File: src/rtl/fpc_pkg.sv
package fpc_pkg;
    typedef enum logic [2:0] {
        ST_IDLE,
        ST_HEAD,
        ST_COUNT,
        ST_TAIL,
        ST_FIN,
        ST_ERR
    } fpc_state_e;
endpackage

File: src/rtl/fpc_word_index.sv
module fpc_word_index #(
    parameter int IW   = 7,
    parameter int LAST = 87
) (
    input  logic          clk,
    input  logic          rst_n,
    input  logic          clr_i,
    input  logic          adv_i,
    output logic [IW-1:0] idx_o
);
    always_ff @(posedge clk or negedge rst_n) begin
        if (!rst_n) begin
            idx_o <= '0;
        end else if (clr_i) begin
            idx_o <= '0;
        end else if (adv_i) begin
            idx_o <= (int'(idx_o) == LAST) ? '0 : idx_o + 1'b1;
        end
    end

    // the position counter never runs past the last word of the read
    assert_idx_range_R2: assert property (@(posedge clk) disable iff (!rst_n)
        int'(idx_o) <= LAST);
endmodule

File: src/rtl/fpc_lane_pair.sv
module fpc_lane_pair #(
    parameter int CW   = 6,
    parameter int MAXC = 32
) (
    input  logic          clk,
    input  logic          rst_n,
    input  logic          clr_i,
    input  logic          acc_i,
    input  logic          odd_i,
    input  logic          bit_i,
    output logic [CW-1:0] even_o,
    output logic [CW-1:0] odd_o
);
    always_ff @(posedge clk or negedge rst_n) begin
        if (!rst_n) begin
            even_o <= '0;
            odd_o  <= '0;
        end else if (clr_i) begin
            even_o <= '0;
            odd_o  <= '0;
        end else if (acc_i && bit_i) begin
            if (odd_i) odd_o  <= odd_o + 1'b1;
            else       even_o <= even_o + 1'b1;
        end
    end

    assert_no_overflow_R4: assert property (@(posedge clk) disable iff (!rst_n)
        (int'(even_o) <= MAXC) && (int'(odd_o) <= MAXC));
endmodule

File: src/rtl/fpc_ones_stats.sv
module fpc_ones_stats
    import fpc_pkg::*;
#(
    parameter  int DW          = 16,
    parameter  int BURST_LEN   = 8,
    parameter  int NUM_BURSTS  = 11,
    parameter  int HEAD_BURSTS = 1,
    parameter  int USED_BURSTS = 8,
    localparam int USED_WORDS  = USED_BURSTS * BURST_LEN,
    localparam int MAXC        = USED_WORDS / 2,
    localparam int CW          = $clog2(MAXC + 1)
) (
    input  logic             clk,
    input  logic             rst_n,
    input  logic             start_i,
    input  logic             rd_end_i,
    input  logic             wd_valid_i,
    input  logic [DW-1:0]    wd_data_i,
    output logic [DW*CW-1:0] even_ones_o,
    output logic [DW*CW-1:0] odd_ones_o,
    output logic             done_o,
    output logic             err_o
);
    localparam int TOTAL_WORDS = NUM_BURSTS * BURST_LEN;
    localparam int FIRST_USED  = HEAD_BURSTS * BURST_LEN;
    localparam int LAST_USED   = FIRST_USED + USED_WORDS - 1;
    localparam int IW          = $clog2(TOTAL_WORDS);

    fpc_state_e    state_q, state_d;
    logic [IW-1:0] idx;
    logic          in_run, adv, acc;

    assign in_run = (state_q == ST_HEAD) || (state_q == ST_COUNT) || (state_q == ST_TAIL);
    assign adv    = wd_valid_i && in_run && !start_i;
    assign acc    = wd_valid_i && (state_q == ST_COUNT) && !start_i;

    fpc_word_index #(.IW(IW), .LAST(TOTAL_WORDS - 1)) u_index (
        .clk   (clk),
        .rst_n (rst_n),
        .clr_i (start_i),
        .adv_i (adv),
        .idx_o (idx)
    );

    for (genvar g = 0; g < DW; g++) begin : g_lane
        fpc_lane_pair #(.CW(CW), .MAXC(MAXC)) u_lane (
            .clk    (clk),
            .rst_n  (rst_n),
            .clr_i  (start_i),
            .acc_i  (acc),
            .odd_i  (idx[0]),
            .bit_i  (wd_data_i[g]),
            .even_o (even_ones_o[g*CW +: CW]),
            .odd_o  (odd_ones_o[g*CW +: CW])
        );
    end

    // state register
    always_ff @(posedge clk or negedge rst_n) begin
        if (!rst_n) state_q <= ST_IDLE;
        else        state_q <= state_d;
    end

    // next-state logic
    always_comb begin
        state_d = state_q;
        if (start_i) begin
            state_d = (FIRST_USED == 0) ? ST_COUNT : ST_HEAD;
        end else begin
            unique case (state_q)
                ST_IDLE: state_d = ST_IDLE;
                ST_HEAD: begin
                    if (wd_valid_i && int'(idx) == FIRST_USED - 1) state_d = ST_COUNT;
                    else if (rd_end_i)                              state_d = ST_ERR;
                end
                ST_COUNT: begin
                    if (wd_valid_i && int'(idx) == LAST_USED)
                        state_d = (LAST_USED == TOTAL_WORDS - 1) ? ST_FIN : ST_TAIL;
                    else if (rd_end_i)
                        state_d = ST_ERR;
                end
                ST_TAIL: begin
                    if (wd_valid_i && int'(idx) == TOTAL_WORDS - 1) state_d = ST_FIN;
                    else if (rd_end_i)                               state_d = ST_ERR;
                end
                ST_FIN:  state_d = ST_IDLE;
                ST_ERR:  state_d = ST_ERR;
                default: state_d = ST_IDLE;
            endcase
        end
    end

    // registered outputs
    always_ff @(posedge clk or negedge rst_n) begin
        if (!rst_n) begin
            done_o <= 1'b0;
            err_o  <= 1'b0;
        end else begin
            done_o <= (state_d == ST_FIN);
            err_o  <= (state_d == ST_ERR);
        end
    end

    assert_clear_on_start_R1: assert property (@(posedge clk) disable iff (!rst_n)
        start_i |=> (even_ones_o == '0) && (odd_ones_o == '0));

    assert_hold_outside_window_R7: assert property (@(posedge clk) disable iff (!rst_n)
        (state_q != ST_COUNT) && !start_i |=> $stable(even_ones_o) && $stable(odd_ones_o));

    assert_done_single_R6: assert property (@(posedge clk) disable iff (!rst_n)
        done_o |=> !done_o);

    assert_done_err_excl_R8: assert property (@(posedge clk) disable iff (!rst_n)
        !(done_o && err_o));

    assert_err_sticky_R8: assert property (@(posedge clk) disable iff (!rst_n)
        err_o && !start_i |=> err_o);
endmodule

File: config.mk
export PLATFORM = sky130hd
export DESIGN_NAME = fpc_ones_stats
export DESIGN_NICKNAME = d
export VERILOG_FILES = /design/src/rtl/fpc_pkg.sv /design/src/rtl/fpc_word_index.sv /design/src/rtl/fpc_lane_pair.sv /design/src/rtl/fpc_ones_stats.sv
export SDC_FILE = /design/constraint.sdc
export NUM_CORES = 1
export LEC_CHECK = 0
export BUFFER_PORTS_ARGS = -buffer_cell sky130_fd_sc_hd__buf_4
export CAP_MARGIN = 20
export CORE_UTILIZATION = 54
export DETAILED_ROUTE_END_ITERATION = 16
export PLACE_DENSITY = 0.77
export SLEW_MARGIN = 25
export SYNTH_ARGS = -nofsm -noshare
export SYNTH_HDL_FRONTEND = slang
export SYNTH_HIERARCHICAL = 1
export SYNTH_SLANG_ARGS = --single-unit
File: constraint.sdc
create_clock -name clk -period 4.2 [get_ports clk]
set_input_delay 1.26 -clock clk [delete_from_list [all_inputs] [get_ports clk]]
set_output_delay 1.26 -clock clk [all_outputs]
set_load 0.05 [all_outputs]
==> impl_metrics.csv <==
group,metric,value,unit
outcome,status,"completed",
min_path,worstHoldPathCells,2,
cts,cts_tree,"built",
die,die_y,140,um
final_layout,syn2layout_area_growth,26.7,%
setup_path,slowest_stage,"or4_1",
cts,cts_buffers,23,
sta,finalHoldViolCount,0,
die,boundaryPins,215,
setup_path,criticalPathCategory,"input pin to flip-flop",
synth,synth_nets,1086,
setup_path,slowest_delay,0.50,ns
setup_path,cp-end-kind,"flip-flop",
sta,tns,0,ns
grt,grtUsageTotal,25.1,%
drt,antenna_left,0,
min_path,holdPathEnd,"g_lane[5].u_lane/even_o[5]",
power,internal_power,3.27,mW
grt,grt_pass1_vias,8581,
sta,setup_viol,0,
final_layout,antennaDiodeCount,0,
sta,max_clock_freq,351,MHz
drt,remaining_drc_errors,0,
sta,skew,0.00673,ns
sta,relSlewSlack,36.9,%
die,dieWidth,140,um
cts,cts-root-buf,"clkbuf_16",
synth,ys_warn_count,6,
drt,finalWirelength,24500,um
cts,postCtsSetupBuffers,0,
final_layout,finalNonFillerCells,1508,
synth,yosys.area_share.xor_xnor,4.28,%
place,placedCellCount,1467,
final_layout,final_cell_mix,"buf_4 (219), dfrtp_1 (203), a21oi_1 (120)",
synth,synth_top_family_by_area,"simple AND/OR/NAND/NOR gates",
die,die-area,19500,um2
sta,worst_slack,1.35,ns
die,row_count,49,
synth,synth-simple-area-share,23.2,%
power,pwr_density_cell,321,nW/um2
die,start_util,56.1,%
setup_path,startpoint_type,"input pin",
drt,num_vias,8910,
power,p_seq_share,47.6,%
setup_path,cp_max_fo,35,
setup_path,worstPathArrival,3.26,ns
drt,wire_per_inst,16.2,um
sta,min_period,2.85,ns
synth,ys_ff_latch,204,
synth,synth_compound_area_share,13.3,%
synth,synth_edf_count,0,
setup_path,regToRegSetupSlack,1.63,ns
run,drv_cap,0,
drt,drtPass1Iterations,5,
grt,grt_overflow,0,
place,dpl.hpwl,16500,um
final_layout,nets,1317,
setup_path,startpoint,"start_i",
setup_path,required,4.61,ns
power,vdd_drop_max,0.249,mV
place,numPortBuffers,214,
setup_path,path_delay_family,"simple AND/OR/NAND/NOR gates",
sta,slew_violations,0,
min_path,hp-start,"g_lane[5].u_lane/even_o[5]",
synth,ys_seq_area_share,49.8,%
grt,grt_pass1_wl,41000,um
cts,clockBufferDepth,3,
synth,ys.flop_type,"dfrtp_1",
synth,synth.area.mux_share,3.32,%
synth,synth_adder_area_share,4.03,%
power,power_frac_clock,49.1,%
synth,synth.distinct_cells,36,
sta,grt_setup_unrepaired,"false",
final_layout,mostFrequentLayoutCell,"buf_4",
drt,vias_per_cell,5.91,
sta,finalCritPeriodShare,67.9,%
setup_path,crit_buf_inv,2,
setup_path,worstReg2RegEnd,"g_lane[10].u_lane/even_o[5]",
setup_path,rr_startpoint,"state_q[1]",
synth,synth.cell_area,10200,um2
grt,antenna_found_initial,0,
place,gp_congestion,0.803,
min_path,hold_class,"flip-flop to flip-flop",
place,place_ws,0.855,ns
power,netSwitchingPower,898,uW
power,p_leak,5.98,nW
sta,worstMarginPinSlew,0.946,ns
cts,insertion_delay,0.50,ns
synth,synth-async-reset-ratio,100,%
cts,cts_resized,0,
power,sw_frac_of_total,21.6,%
grt,grt_max_degree,91,
setup_path,crit_chain,"buf_6 > nor2_1 > and3_4 > buf_4 > nand4b_1 > or4_1 > a21oi_1",
drt,drtIter0Drc,499,
cts,hold_buffers,0,
final_layout,utilization,71.0,%
cts,clk_pin_slew,0.06,ns
synth,synth_cells,1032,
cts,cts_sinks,204,
setup_path,rr_worst_depth,6,
final_layout,final_layout_size_suffix_gt1_share,24.9,%
synth,avgSynthCellArea,9.92,um2
power,combinationalPowerShare,3.3,%
die,core_area,18300,um2
cts,h-tree-depth,1,
[cells in the mapped netlist, types with 3 or more instances]
| library cell | n | area (um2) |
|---|---|---|
| or3_2 | 32 | 240 |
| nand3_1 | 51 | 255 |
| xor2_1 | 50 | 438 |
| dfrtp_1 | 204 | 5100 |
| or4_1 | 32 | 240 |
| nand4_2 | 17 | 213 |
| o31ai_1 | 33 | 248 |
| nand4_1 | 18 | 113 |
| mux2i_1 | 34 | 340 |
| a21oi_1 | 120 | 601 |
| ha_1 | 33 | 413 |
| nand4b_1 | 16 | 140 |
| nor2_1 | 86 | 323 |
| nor2b_1 | 3 | 18.8 |
| inv_1 | 38 | 143 |
| o21ai_0 | 88 | 440 |
| nand2_1 | 71 | 267 |
| nand3b_1 | 17 | 128 |
| clkbuf_1 | 17 | 63.8 |
| or3_1 | 51 | 319 |
[sequential cells by signal, summed over array words and instances, names as in the netlist]
register	count
g_lane.u_lane/odd_o	96
done_o	1
u_index/idx_o	7
err_o	1
state_q	3
g_lane.u_lane/even_o	96
[power groups by stage]
stage,logic (mW),registers [mW],clock network [mW]
final,0.136,1.98,2.05
after global routing,0.153,1.98,2.16
after CTS,0.139,1.98,2.09
after detailed placement,0.139,2.02,0
after global placement,0.139,2.02,0
after floorplan,0.0388,2.02,0
[logic make-up (layout without fill, tap and decap cells)]
logic type,after synthesis,in the layout
AND/OR/NAND/NOR,408,408
multiplexers,34,34
XOR/XNOR,50,50
adder cells (fa/ha/maj),33,33
flip-flops,204,204
buffers and inverters,56,303
AO/OA/AOI/OAI,247,247
[layout make-up]
cell class              instances  area (um2)
well taps                     229         287
clock inverters                 8        92.6
inverters                      38         143
multi-input cells             772        4930
repair buffers                224        1730
flip-flops and latches        204        5110
clock buffers                  33         693
fillers                      1408        5290
[per-stage QoR]
stage / power [mW] / hold WS [ns] / area (um2)
finish: 4.16 / 0.555 / 13000
global route: 4.29 / 0.582 / 13000
CTS: 4.21 / 0.556 / 13000
detailed placement: 2.16 / 0.548 / 12200
global placement: 2.16 / 0.534 / 12200
floorplan: 2.06 / 0.558 / 10200
[routing by layer]
layer  global-route usage (%)  routed length [um]
met2                     41.4               11700
met1                     33.8               10700
met4                     6.77                 591
met3                     4.75                1490
met5                        0                   0
[worst min-delay path: cells and delay by family (launching register included)]
kind           cells  cell delay, ns
AO/OA/AOI/OAI      2            0.13
flip-flops         1            0.39
[worst max-delay path by stage]
stage,endpoint,depth (start not counted)
after floorplan,g_lane[0].u_lane/even_o[5],5
after global placement,g_lane[13].u_lane/odd_o[5],7
after detailed placement,g_lane[7].u_lane/odd_o[5],7
after CTS,g_lane[7].u_lane/odd_o[5],7
after global routing,g_lane[4].u_lane/even_o[5],7
final,g_lane[10].u_lane/even_o[5],7
Note: power is estimated with default switching activity, not from simulation.
